## config.mk

```make
export PLATFORM = sky130hd
export DESIGN_NAME = nib_pair_deser
export DESIGN_NICKNAME = d
export VERILOG_FILES = /design/src/rtl/nds_pkg.sv /design/src/rtl/nds_msn_latch.sv /design/src/rtl/nds_word_hold.sv /design/src/rtl/nds_out_gate.sv /design/src/rtl/nib_pair_deser.sv
export SDC_FILE = /design/constraint.sdc
export NUM_CORES = 1
export LEC_CHECK = 0
export BUFFER_PORTS_ARGS = -buffer_cell sky130_fd_sc_hd__buf_2
export CAP_MARGIN = 10
export CORE_ASPECT_RATIO = 1.2
export CORE_MARGIN = 3
export CORE_UTILIZATION = 25
export DETAILED_ROUTE_END_ITERATION = 6
export PLACE_DENSITY = 0.53
export REMOVE_ABC_BUFFERS = 1
export SLEW_MARGIN = 20
export SYNTH_ARGS = -nofsm -noshare
export SYNTH_HDL_FRONTEND = slang
export SYNTH_SLANG_ARGS = --single-unit
```

## constraint.sdc

```tcl
create_clock -name clk -period 0.92 [get_ports clk]
set_input_delay 0.138 -clock clk [delete_from_list [all_inputs] [get_ports clk]]
set_output_delay 0.138 -clock clk [all_outputs]
set_load 0.05 [all_outputs]
```

## src/rtl/nds_pkg.sv

```systemverilog
// Shared definitions for the nibble-pair deserializer.
// Assumes: nibble-width choice is a single select line.
package nds_pkg;
    typedef enum logic {
        MODE_FULL   = 1'b0,
        MODE_NARROW = 1'b1
    } nds_mode_e;
endpackage

```

## src/rtl/nds_msn_latch.sv

```systemverilog
// Captures the upper nibble on sync-low edges and tracks low-run parity.
// Emits a word-done pulse (lower nibble arriving with an upper one pending)
// and a repeat tick on every even-numbered consecutive low edge.
// Assumes: sync is sampled on the same edge as the nibble bus.
module nds_msn_latch #(
    parameter int NIB_W = 6
) (
    input  logic             clk,
    input  logic             rst_n,
    input  logic             sync_i,
    input  logic [NIB_W-1:0] nib_i,
    output logic [NIB_W-1:0] msn_q,
    output logic             pend_q,
    output logic             done_o,
    output logic             rep_o
);
    logic low_odd_q;

    // Hold upper nibble, pending flag and low-run parity.
    always_ff @(posedge clk) begin
        if (!rst_n) begin
            msn_q     <= '0;
            pend_q    <= 1'b0;
            low_odd_q <= 1'b0;
        end else if (!sync_i) begin
            msn_q     <= nib_i;
            pend_q    <= 1'b1;
            low_odd_q <= ~low_odd_q;
        end else begin
            pend_q    <= 1'b0;
            low_odd_q <= 1'b0;
        end
    end

    // Decode this edge's event for the word holder.
    always_comb begin
        done_o = sync_i && pend_q;
        rep_o  = !sync_i && low_odd_q;
    end
endmodule

```

## src/rtl/nds_word_hold.sv

```systemverilog
// Assembles the word from the upper and lower nibbles, sign-extends the
// narrow form, and holds the result. Drives a one-cycle valid strobe.
// Assumes: done and rep are never high on the same edge.
module nds_word_hold
    import nds_pkg::*;
#(
    parameter int NIB_W    = 6,
    parameter int NARROW_W = 5,
    parameter int OUT_W    = 2 * NIB_W
) (
    input  logic             clk,
    input  logic             rst_n,
    input  logic             narrow_i,
    input  logic [NIB_W-1:0] msn_i,
    input  logic [NIB_W-1:0] lsn_i,
    input  logic             done_i,
    input  logic             rep_i,
    output logic [OUT_W-1:0] held_q,
    output logic             valid_q
);
    localparam int NW  = 2 * NARROW_W;
    localparam int PAD = OUT_W - NW;

    logic [OUT_W-1:0] full_w;
    logic [NW-1:0]    short_w;
    logic [OUT_W-1:0] short_ext;
    logic [OUT_W-1:0] next_w;

    // Concatenate both forms of the word.
    always_comb begin
        full_w  = {msn_i, lsn_i};
        short_w = {msn_i[NARROW_W-1:0], lsn_i[NARROW_W-1:0]};
    end

    // Sign extension only when the narrow word is shorter than the output.
    generate
        if (PAD > 0) begin : g_ext
            assign short_ext = {{PAD{short_w[NW-1]}}, short_w};
        end else begin : g_noext
            assign short_ext = short_w;
        end
    endgenerate

    // Pick the word form from the mode.
    always_comb begin
        next_w = (nds_mode_e'(narrow_i) == MODE_NARROW) ? short_ext : full_w;
    end

    // Latch finished words and strobe valid on finish or repeat.
    always_ff @(posedge clk) begin
        if (!rst_n) begin
            held_q  <= '0;
            valid_q <= 1'b0;
        end else begin
            if (done_i) held_q <= next_w;
            valid_q <= done_i || rep_i;
        end
    end
endmodule

```

## src/rtl/nds_out_gate.sv

```systemverilog
// Forces the output word to zero when passing is disabled and registers
// the gain-misuse flag.
// Assumes: pass enable is a level, applied without delay.
module nds_out_gate #(
    parameter int OUT_W = 12
) (
    input  logic             clk,
    input  logic             rst_n,
    input  logic             pass_en_i,
    input  logic [OUT_W-1:0] held_i,
    input  logic             gain_i,
    input  logic             sync_i,
    input  logic             pend_i,
    output logic [OUT_W-1:0] word_o,
    output logic             gain_err_o
);
    // Gate the held word onto the output.
    always_comb begin
        word_o = pass_en_i ? held_i : '0;
    end

    // Flag gain-select high while a word is in progress.
    always_ff @(posedge clk) begin
        if (!rst_n) gain_err_o <= 1'b0;
        else        gain_err_o <= gain_i && (!sync_i || pend_i);
    end
endmodule

```

## src/rtl/nib_pair_deser.sv

```systemverilog
// Top of the nibble-pair deserializer: latch, word holder and output gate.
// Assumes: one clock domain at the nibble rate, synchronous active-low reset.
module nib_pair_deser #(
    parameter int NIB_W    = 6,
    parameter int NARROW_W = 5
) (
    input  logic               clk,
    input  logic               rst_n,
    input  logic [NIB_W-1:0]   nib_i,
    input  logic               sync_i,
    input  logic               narrow_i,
    input  logic               pass_en_i,
    input  logic               gain_i,
    output logic [2*NIB_W-1:0] word_o,
    output logic               valid_o,
    output logic               gain_err_o
);
    localparam int OUT_W = 2 * NIB_W;

    logic [NIB_W-1:0] msn_q;
    logic             pend_q;
    logic             done_w;
    logic             rep_w;
    logic [OUT_W-1:0] held_q;

    nds_msn_latch #(.NIB_W(NIB_W)) u_latch (
        .clk    (clk),
        .rst_n  (rst_n),
        .sync_i (sync_i),
        .nib_i  (nib_i),
        .msn_q  (msn_q),
        .pend_q (pend_q),
        .done_o (done_w),
        .rep_o  (rep_w)
    );

    nds_word_hold #(.NIB_W(NIB_W), .NARROW_W(NARROW_W), .OUT_W(OUT_W)) u_hold (
        .clk      (clk),
        .rst_n    (rst_n),
        .narrow_i (narrow_i),
        .msn_i    (msn_q),
        .lsn_i    (nib_i),
        .done_i   (done_w),
        .rep_i    (rep_w),
        .held_q   (held_q),
        .valid_q  (valid_o)
    );

    nds_out_gate #(.OUT_W(OUT_W)) u_gate (
        .clk        (clk),
        .rst_n      (rst_n),
        .pass_en_i  (pass_en_i),
        .held_i     (held_q),
        .gain_i     (gain_i),
        .sync_i     (sync_i),
        .pend_i     (pend_q),
        .word_o     (word_o),
        .gain_err_o (gain_err_o)
    );
endmodule

```

==> results of run 1 <==
[sequential cells by signal (all words and copies together) (netlist names)]
name               cells
u_gate.gain_err_o      1
u_hold.held_q         12
u_hold.valid_q         1
u_latch.low_odd_q      1
u_latch.msn_q          6
u_latch.pend_q         1
[layer usage]
layer / up-vias / global-route usage (%) / wire length [um]
li1: 414 / - / -
met1: 391 / 10.24 / 960
met2: 17 / 15.35 / 1150
met3: 5 / 1.903 / 69
met4: 0 / 5.074 / 58
met5: - / 0 / 0
[cells by family (layout without fill, tap and decap cells)]
group,after synthesis,in the layout,share of synthesized area (%)
simple gates,32,32,15.95
mux,11,11,10.55
flops,22,22,42.21
buf+inv,12,45,10.19
compound gates,25,25,21.10
[cell usage in the layout, fill, tap and decap left out, types with 4 or more instances in the layout]
cell type,count
dfxtp_2,12
buf_6,10
a211oi_2,4
a21bo_2,4
a21oi_1,5
nor2_1,8
and2_1,5
mux2i_1,11
buf_8,7
and2_4,8
buf_2,12
a21oi_2,8
nand3_1,6
clkbuf_8,4
buf_4,9
dfxtp_1,9
[per-stage QoR]
stage | std cells | instance area (um^2)
after floorplan | 92 | 944.7
after global placement | 179 | 1210
after detailed placement | 179 | 1210
after CTS | 186 | 1398
after global routing | 189 | 1499
final | 189 | 1499
[worst max-delay path by stage]
stage | endpoint
floorplan | u_hold.held_q[11]
global placement | u_hold.held_q[11]
detailed placement | u_hold.held_q[9]
CTS | word_o[7]
global route | word_o[4]
finish | word_o[7]
[critical path: stages (launching register included)]
cell     delay, ns
dfxtp_2       0.35
and2_4        0.14
buf_8         0.14
[repair_timing]
action	4_1_cts	5_1_grt
buffers inserted	3	2
gates cloned	0	1
pin swaps	0	6
setup endpoints to repair	23	21
resized for setup	42	25
[layout make-up]
type	count	area, um^2	area share (%)
repair buffers	39	365.4	24.37
clock buffers	4	55.05	3.673
inverters	2	7.507	0.5008
multi-input cells	68	544.3	36.31
well taps	54	67.56	4.508
flip-flops and latches	22	459.2	30.63
[report_power, final]
group | total, W | switching (W) | internal, W | leakage [nW]
clock network | 0.000698 | 0.000316 | 0.000382 | 0.0288
logic | 0.000382 | 0.000203 | 0.000179 | 0.416
registers | 0.00103 | 0.0000286 | 0.00100 | 0.186
==> parameters.txt, run 1 <==
Parameter                              Value

Worst setup path
  Worst Setup SP ... u_hold.held_q[7]
  Req. time, crit path ... 0.78 ns
  Flop2flop setup slack ... 0.03 ns
  Type of the worst setup path ... reg -> out
  Startpoint of the lowest-slack register-to-register path ... u_latch.pend_q
  Startpoint type of the worst setup path ... flip-flop
  Destination of the worst register-to-register timing path ... u_hold.held_q[2]
  Maximum fanout along the worst path ... 2
  Arr. time, crit path ... 0.89 ns
  FF-to-FF path depth ... 3
  Element type at the critical path end ... output port

Drt
  Detailed-router iteration count before antenna repair ... 4
  DRC viols ... 0
  DRT antenna net count ... 0
  Overall via count from detail_route ... 827
  Total wire length ... 2238 um
  Count of routing violations after the opening detailed-route iteration ... 4
  Number of vias per cell after detailed routing ... 4.376
  Routed wire per std cell ... 11.84 um

Power
  Peak supply drop ... 0.0004307 V
  Power per Cell Area ... 1407 nW/um^2
  Standby leakage power ... 0.6305 nW
  Post-route total power ... 0.002109 W

STA
  Minimum clock period ... 1.030 ns
  Relative slew margins ... 86.94%
  Final hold viol count ... 0
  Tcrit/Tclk final ... 111.9%
  Final setup viols ... 12
  Final Worst Setup Slack ... -0.1097 ns
  Worst hold slack after final layout ... 0.08468 ns
  Fin. max-slew vios ... 0
  Worst Skew ... 0.001752 ns
  Final total negative setup slack ... -1.069 ns
  Setup repair after global routing missed its margin ... yes
  Achievable clock frequency ... 0.9711 GHz
  Slew of the pin with the lowest slew margin ... 0.1905 ns

Floorplan
  Effective utilization at floorplan ... 26.27%
  # rows ... 25
  Die area ... 4988 um^2
  Floorplan die width ... 64.98 um
  Core area ... 3973 um^2
  Vertical die dimension ... 76.77 um
  I/O pin cnt ... 26

GRT
  Pin count of the biggest net entering global routing ... 22
  Overall Global Routing Usage ... 9.028%
  Grt total ovfl ... 0
  Antenna violations before repair ... 0
  First-pass GRT wire length ... 3553 um
  Via count of the first global-routing pass ... 813

Yosys
  Count of synthesis-stage warnings from yosys ... 0
  Share of synthesized registers carrying an async set or reset ... 0%
  Synthesized instance count ... 102
  Post-synth cell types ... 20
  Cell area after synthesis ... 1044 um^2
  Flops & latches, synth ... 22
  Synth area leaders ... dfxtp_1 (42%), mux2i_1 (11%), and2_1 (7.8%), a21bo_2 (5.8%), a211oi_2 (4.8%)
  Post-synthesis area per instance ... 10.23 um^2
  Sequential area share after synthesis ... 42.21%
  Dominant cell type by area after synthesis ... dfxtp_1
  Top FF cell, synth ... dfxtp_1
  Most frequent cells after synthesis ... dfxtp_1 (22), and2_1 (13), mux2i_1 (11), a21oi_1 (9), nor2_1 (8)
  Area share of the leading cell type in the synthesized netlist ... 42.21%
  Most common cell in the synthesized netlist ... dfxtp_1
  Number of synthesized flops with an enable pin ... 0

Clocking
  H-tree depth ... 1
  Clock-pin transition on the worst setup and hold timing paths ... 0.08 ns
  Count of hold-fix buffers inserted at cts ... 0
  Insertion delay of the later-clocked pin in the worst-skew pair ... 0.27 ns
  Number of sinks driven by the clock tree ... 22
  Number of buffers on the longest clock path ... 2
  CTS tree ... yes
  Number of CTS-inserted buffers ... 3
  Root buffer cell ... clkbuf_8

Min path
  Worst Hold Depth ... 3
  Hold worst-path end ... u_gate.gain_err_o
  Hold path start ... gain_i
  Path type of the worst min-delay path ... in -> reg

Run status
  Result of the run ... finished with violations
  Violations in the final reports ... negative setup slack

Placement
  Number of input and output port buffers inserted ... 25
  Routability congestion estimate ... 0.7053
  Pre-CTS setup slack ... -0.1001 ns
  Post-DP HPWL ... 1561 um

Final layout
  Area growth, synth to finish ... 43.65%
  Fin nets ... 148
  Proportion of layout cells with a drive suffix above 1 ... 62.22%
  Post-layout util ... 37.73%
  Antenna Diode Count ... 0
  Filler instances ... 412

Flow run
  Max-cap violations ... 0
(Power assumes the default switching activity.)
==> run 2, diff against run 1 <==
- CORE_UTILIZATION: 25 -> 46
- PLACE_DENSITY: 0.53 -> 0.71
==> parameters.txt, run 2 (synthesized netlist as in run 1, its figures left out) <==
Parameter                              Value

STA
  Final setup viols ... 16
  Fin. max-slew vios ... 0
  Minimum clock period ... 1.080 ns
  Relative slew margins ... 78.66%
  Setup repair after global routing missed its margin ... yes
  Slew of the pin with the lowest slew margin ... 0.3112 ns
  Tcrit/Tclk final ... 117.4%
  Achievable clock frequency ... 0.9257 GHz
  Final hold viol count ... 0
  Final Worst Setup Slack ... -0.1603 ns
  Worst Skew ... 0.005572 ns

Clocking
  Number of buffers on the longest clock path ... 2
  Root buffer cell ... clkbuf_4
  Number of sinks driven by the clock tree ... 22
  H-tree depth ... 1
  Clock-pin transition on the worst setup and hold timing paths ... 0.13 ns
  Insertion delay of the later-clocked pin in the worst-skew pair ... 0.31 ns
  CTS tree ... yes
  Count of hold-fix buffers inserted at cts ... 0
  Number of CTS-inserted buffers ... 3

Worst setup path
  Crit-path cells ... and2_4, buf_8
  Critical path's slowest cell ... dfxtp_2
  Arr. time, crit path ... 0.94 ns
  Startpoint type of the worst setup path ... flip-flop
  Largest stage delay on the critical path ... 0.35 ns
  Maximum fanout along the worst path ... 2
  Type of the worst setup path ... reg -> out
  Element type at the critical path end ... output port
  FF-to-FF path depth ... 3
  Req. time, crit path ... 0.78 ns

Placement
  Pre-CTS setup slack ... -0.004555 ns
  Post-DP HPWL ... 1437 um
  Number of placed instances with taps included ... 157
  Area of placed instances ... 1195 um^2
  Number of input and output port buffers inserted ... 25
  Routability congestion estimate ... 0.7676

GRT
  Overall Global Routing Usage ... 16.26%
  Via count of the first global-routing pass ... 799
  First-pass GRT wire length ... 3677 um
  Pin count of the biggest net entering global routing ... 22
  Grt total ovfl ... 0
  Antenna violations before repair ... 0

Floorplan
  Vertical die dimension ... 58.18 um
  Effective utilization at floorplan ... 49.29%
  I/O pin cnt ... 26
  Floorplan die width ... 49.48 um
  # rows ... 18
  Die area ... 2879 um^2
  Core area ... 2117 um^2

Min path
  Worst Hold Depth ... 3
  Path type of the worst min-delay path ... in -> reg

Drt
  DRC viols ... 0
  Count of routing violations after the opening detailed-route iteration ... 5
  Routed wire per std cell ... 13.46 um
  Number of vias per cell after detailed routing ... 4.928
  Overall via count from detail_route ... 818
  DRT antenna net count ... 0
  Detailed-router iteration count before antenna repair ... 4
  Total wire length ... 2234 um

Run status
  Violations in the final reports ... negative setup slack
  Result of the run ... finished with violations

Power
  Post-route total power ... 0.002177 W
  Power per Cell Area ... 1444 nW/um^2
  Standby leakage power ... 0.6410 nW
  Peak supply drop ... 0.001441 V

Final layout
  Register with the most flip-flops ... u_hold.held_q
  Fin nets ... 149
  Area growth, synth to finish ... 44.48%
  Antenna Diode Count ... 0
  Most used cells in the layout excluding fill and tap cells ... dfxtp_2 (14), buf_2 (12), mux2i_1 (11), buf_8 (10)
  Most frequent standard cell in the layout excluding fill and tap cells ... dfxtp_2
  Max reg flops ... 12
  Non-filler instance count after layout ... 166
  Post-layout util ... 71.22%
  Cell area after layout ... 1508 um^2
  Largest registers ... u_hold.held_q (12), u_latch.msn_q (6)
  Filler instances ... 170
  Proportion of layout cells with a drive suffix above 1 ... 66.18%

Flow run
  Max-cap violations ... 0
## run 2: cell types whose count changed in the layout (fill, tap and decap cells not counted), moves of 2 or more
cell / before / now
dfxtp_2: 12 / 14
a21bo_4: 2 / 0
a21bo_2: 4 / 6
clkbuf_4: 0 / 3
a21oi_1: 5 / 3
buf_8: 7 / 10
clkbuf_8: 4 / 0
dfxtp_1: 9 / 7
## run 2: stage by stage
| stage | setup TNS, ns | hold slack [ns] |
|---|---|---|
| after floorplan | -3.168 | 0.2104 |
| after global routing | -2.604 | 0.01789 |
| after global placement | 0 | 0.3736 |
| after detailed placement | -0.004555 | 0.3708 |
| final | -1.790 | 0.02423 |
| after CTS | -2.111 | 0.006571 |
## run 2: where the power goes
| group | switching, W | internal (W) |
|---|---|---|
| combinational | 0.000213 | 0.000190 |
| clock | 0.000302 | 0.000440 |
| sequential | 0.0000300 | 0.00100 |
## run 2: area by class of cell
class                           count  area [um^2]  area share, %
Clock buffer                        3        22.52          1.494
Clock inverter                      1        30.03          1.992
Inverter                            2        7.507         0.4979
Multi-Input combinational cell     68        556.8          36.93
Sequential cell                    22        461.7          30.62
Tap cell                           30        37.54          2.490
Timing Repair Buffer               40        391.6          25.98
## run 2: worst paths after layout
| check | from | endpoint | slack (ns) |
|---|---|---|---|
| worst max-delay path | u_hold.held_q[2] | word_o[2] | -0.16 |
| worst max register to register | u_latch.pend_q | u_hold.held_q[6] | -0.03 |
| worst min register to register | u_latch.low_odd_q | u_latch.low_odd_q | 0.42 |
| worst min-delay path | gain_i | u_gate.gain_err_o | 0.02 |
## run 2: repair_timing
item	CTS	global route
setup buffers	3	1
pin swaps	2	6
gates cloned	0	1
resized for setup	55	21
setup endpoints to repair	20	21
## run 2: critical path: cells and delay by family, from the launching register on
kind	cells	cell delay, ns
flops	1	0.35
simple gates	1	0.14
buf+inv	1	0.14
## run 2: metal layers
metal	vias to the layer above	track usage [%]	routed length (um)
li1	413	-	-
met1	392	19.14	924
met2	11	29.69	1230
met3	2	3.342	72
met4	0	4.743	7
met5	-	0	0
==> run 3, diff against run 2 <==
- CORE_UTILIZATION: 46 -> 55
- PLACE_DENSITY: 0.71 -> 0.8
- clock period: 0.92 -> 1.4 ns (I/O delays scaled with it)
==> parameters.txt, run 3 (synthesized netlist as in run 1, its figures left out) <==
Parameter                              Value

Final layout
  Proportion of layout cells with a drive suffix above 1 ... 39.68%
  Max reg flops ... 12
  Most frequent standard cell in the layout excluding fill and tap cells ... buf_2
  Filler instances ... 141
  Largest registers ... u_hold.held_q (12), u_latch.msn_q (6)
  Antenna Diode Count ... 0
  Fin nets ... 139
  Register with the most flip-flops ... u_hold.held_q
  Post-layout util ... 69.49%
  Most used cells in the layout excluding fill and tap cells ... buf_2 (25), dfxtp_1 (22), and2_1 (13), mux2i_1 (11), a21oi_1 (9)
  Area growth, synth to finish ... 13.31%

Worst setup path
  Flop2flop setup slack ... 0.41 ns
  Maximum fanout along the worst path ... 2
  Arr. time, crit path ... 1.10 ns
  Req. time, crit path ... 1.19 ns
  Startpoint of the lowest-slack register-to-register path ... u_latch.pend_q
  Destination of the worst register-to-register timing path ... u_hold.held_q[11]
  Startpoint type of the worst setup path ... flip-flop
  Type of the worst setup path ... reg -> out
  Worst Setup SP ... u_hold.held_q[6]
  FF-to-FF path depth ... 2
  Element type at the critical path end ... output port

Floorplan
  Vertical die dimension ... 53.72 um
  Die area ... 2458 um^2
  # rows ... 16
  Floorplan die width ... 45.76 um
  I/O pin cnt ... 26
  Core area ... 1702 um^2
  Effective utilization at floorplan ... 61.32%

Drt
  Count of routing violations after the opening detailed-route iteration ... 9
  Detailed-router iteration count before antenna repair ... 4
  Routed wire per std cell ... 13.13 um
  Total wire length ... 1890 um
  Overall via count from detail_route ... 777
  Number of vias per cell after detailed routing ... 5.396
  DRC viols ... 0
  DRT antenna net count ... 0

Placement
  Post-DP HPWL ... 1309 um
  Routability congestion estimate ... 0.7611
  Number of input and output port buffers inserted ... 25

Clocking
  H-tree depth ... 1
  CTS tree ... yes
  Root buffer cell ... clkbuf_4
  Number of sinks driven by the clock tree ... 22
  Cells resized by post-CTS repair ... 0
  Number of buffers on the longest clock path ... 2
  Number of CTS-inserted buffers ... 3
  Post-CTS Setup Inserts ... 0
  Insertion delay of the later-clocked pin in the worst-skew pair ... 0.32 ns
  Count of hold-fix buffers inserted at cts ... 0
  Clock-pin transition on the worst setup and hold timing paths ... 0.12 ns

Power
  Standby leakage power ... 0.5371 nW
  Power per Cell Area ... 1141 nW/um^2
  Peak supply drop ... 0.001006 V

STA
  Slew of the pin with the lowest slew margin ... 0.3188 ns
  Worst Skew ... 0.009307 ns
  Minimum clock period ... 1.305 ns
  Final hold viol count ... 0
  Setup repair after global routing missed its margin ... no
  Achievable clock frequency ... 0.7661 GHz
  Final setup viols ... 0
  Fin. max-slew vios ... 0
  Relative slew margins ... 78.75%
  Final total negative setup slack ... 0 ns
  Tcrit/Tclk final ... 93.23%

Min path
  Hold worst-path end ... u_gate.gain_err_o
  Hold path start ... gain_i
  Path type of the worst min-delay path ... in -> reg
  Worst Hold Depth ... 3

GRT
  Overall Global Routing Usage ... 18.42%
  Via count of the first global-routing pass ... 722
  First-pass GRT wire length ... 3180 um
  Grt total ovfl ... 0
  Pin count of the biggest net entering global routing ... 22
  Antenna violations before repair ... 0

Flow run
  Max-cap violations ... 0

Run status
  Result of the run ... finished clean
run 3: cell count changes in the layout (fill, tap and decap cells not counted), moves of 9 or more:
cell,change
dfxtp_2,-14
and2_4,-9
buf_6,-9
buf_8,-10
dfxtp_1,+15
and2_1,+9
buf_2,+13
run 3: worst max path at each step:
stage / end / cells past startpoint / slack [ns]
floorplan: u_hold.held_q[11] / 2 / 0.1
global placement: u_hold.held_q[9] / 3 / 0.34
detailed placement: u_hold.held_q[9] / 3 / 0.33
CTS: word_o[6] / 2 / 0.07
global route: word_o[6] / 2 / 0.04
finish: word_o[6] / 2 / 0.09
run 3: area by class of cell:
cell class	instances	area [um^2]	share of cell area, %
clock inverters	1	30.03	2.540
flip-flops and latches	22	440.4	37.25
multi-input cells	68	496.7	42.01
repair buffers	30	162.7	13.76
clock buffers	3	22.52	1.905
inverters	2	7.507	0.6349
well taps	18	22.52	1.905
run 3: power breakdown:
group / internal [W] / switching (W) / total [W]
sequential: 0.000656 / 0.0000168 / 0.000673
combinational: 0.0000727 / 0.000120 / 0.000193
clock: 0.000290 / 0.000194 / 0.000484
total: 0.00102 / 0.000331 / 0.00135
run 3: routing by layer:
layer	track usage [%]	share of wire, %	up-vias
met5	0	0	-
met4	12.80	3.6	0
met3	2.341	4.6	7
met2	31.63	51	23
met1	20.57	41	352
li1	-	-	395
run 3: worst max-delay path, cell delays in order (launching register included):
cell and delay, ns:
dfxtp_1 0.37, and2_1 0.15, buf_2 0.27
run 3: through the flow:
stage                      power, W  instance area [um^2]  setup slack, ns  instances  hold WS (ns)
final                      0.001349                  1182          0.09473        144        0.1074
after global routing       0.001405                  1182          0.03986        144        0.1090
after floorplan           0.0008039                 944.7          0.09554         92        0.2824
after CTS                  0.001368                  1182          0.07500        144       0.09741
after detailed placement  0.0008800                  1130           0.3350        140        0.4055
after global placement    0.0008741                  1130           0.3447        140        0.3997
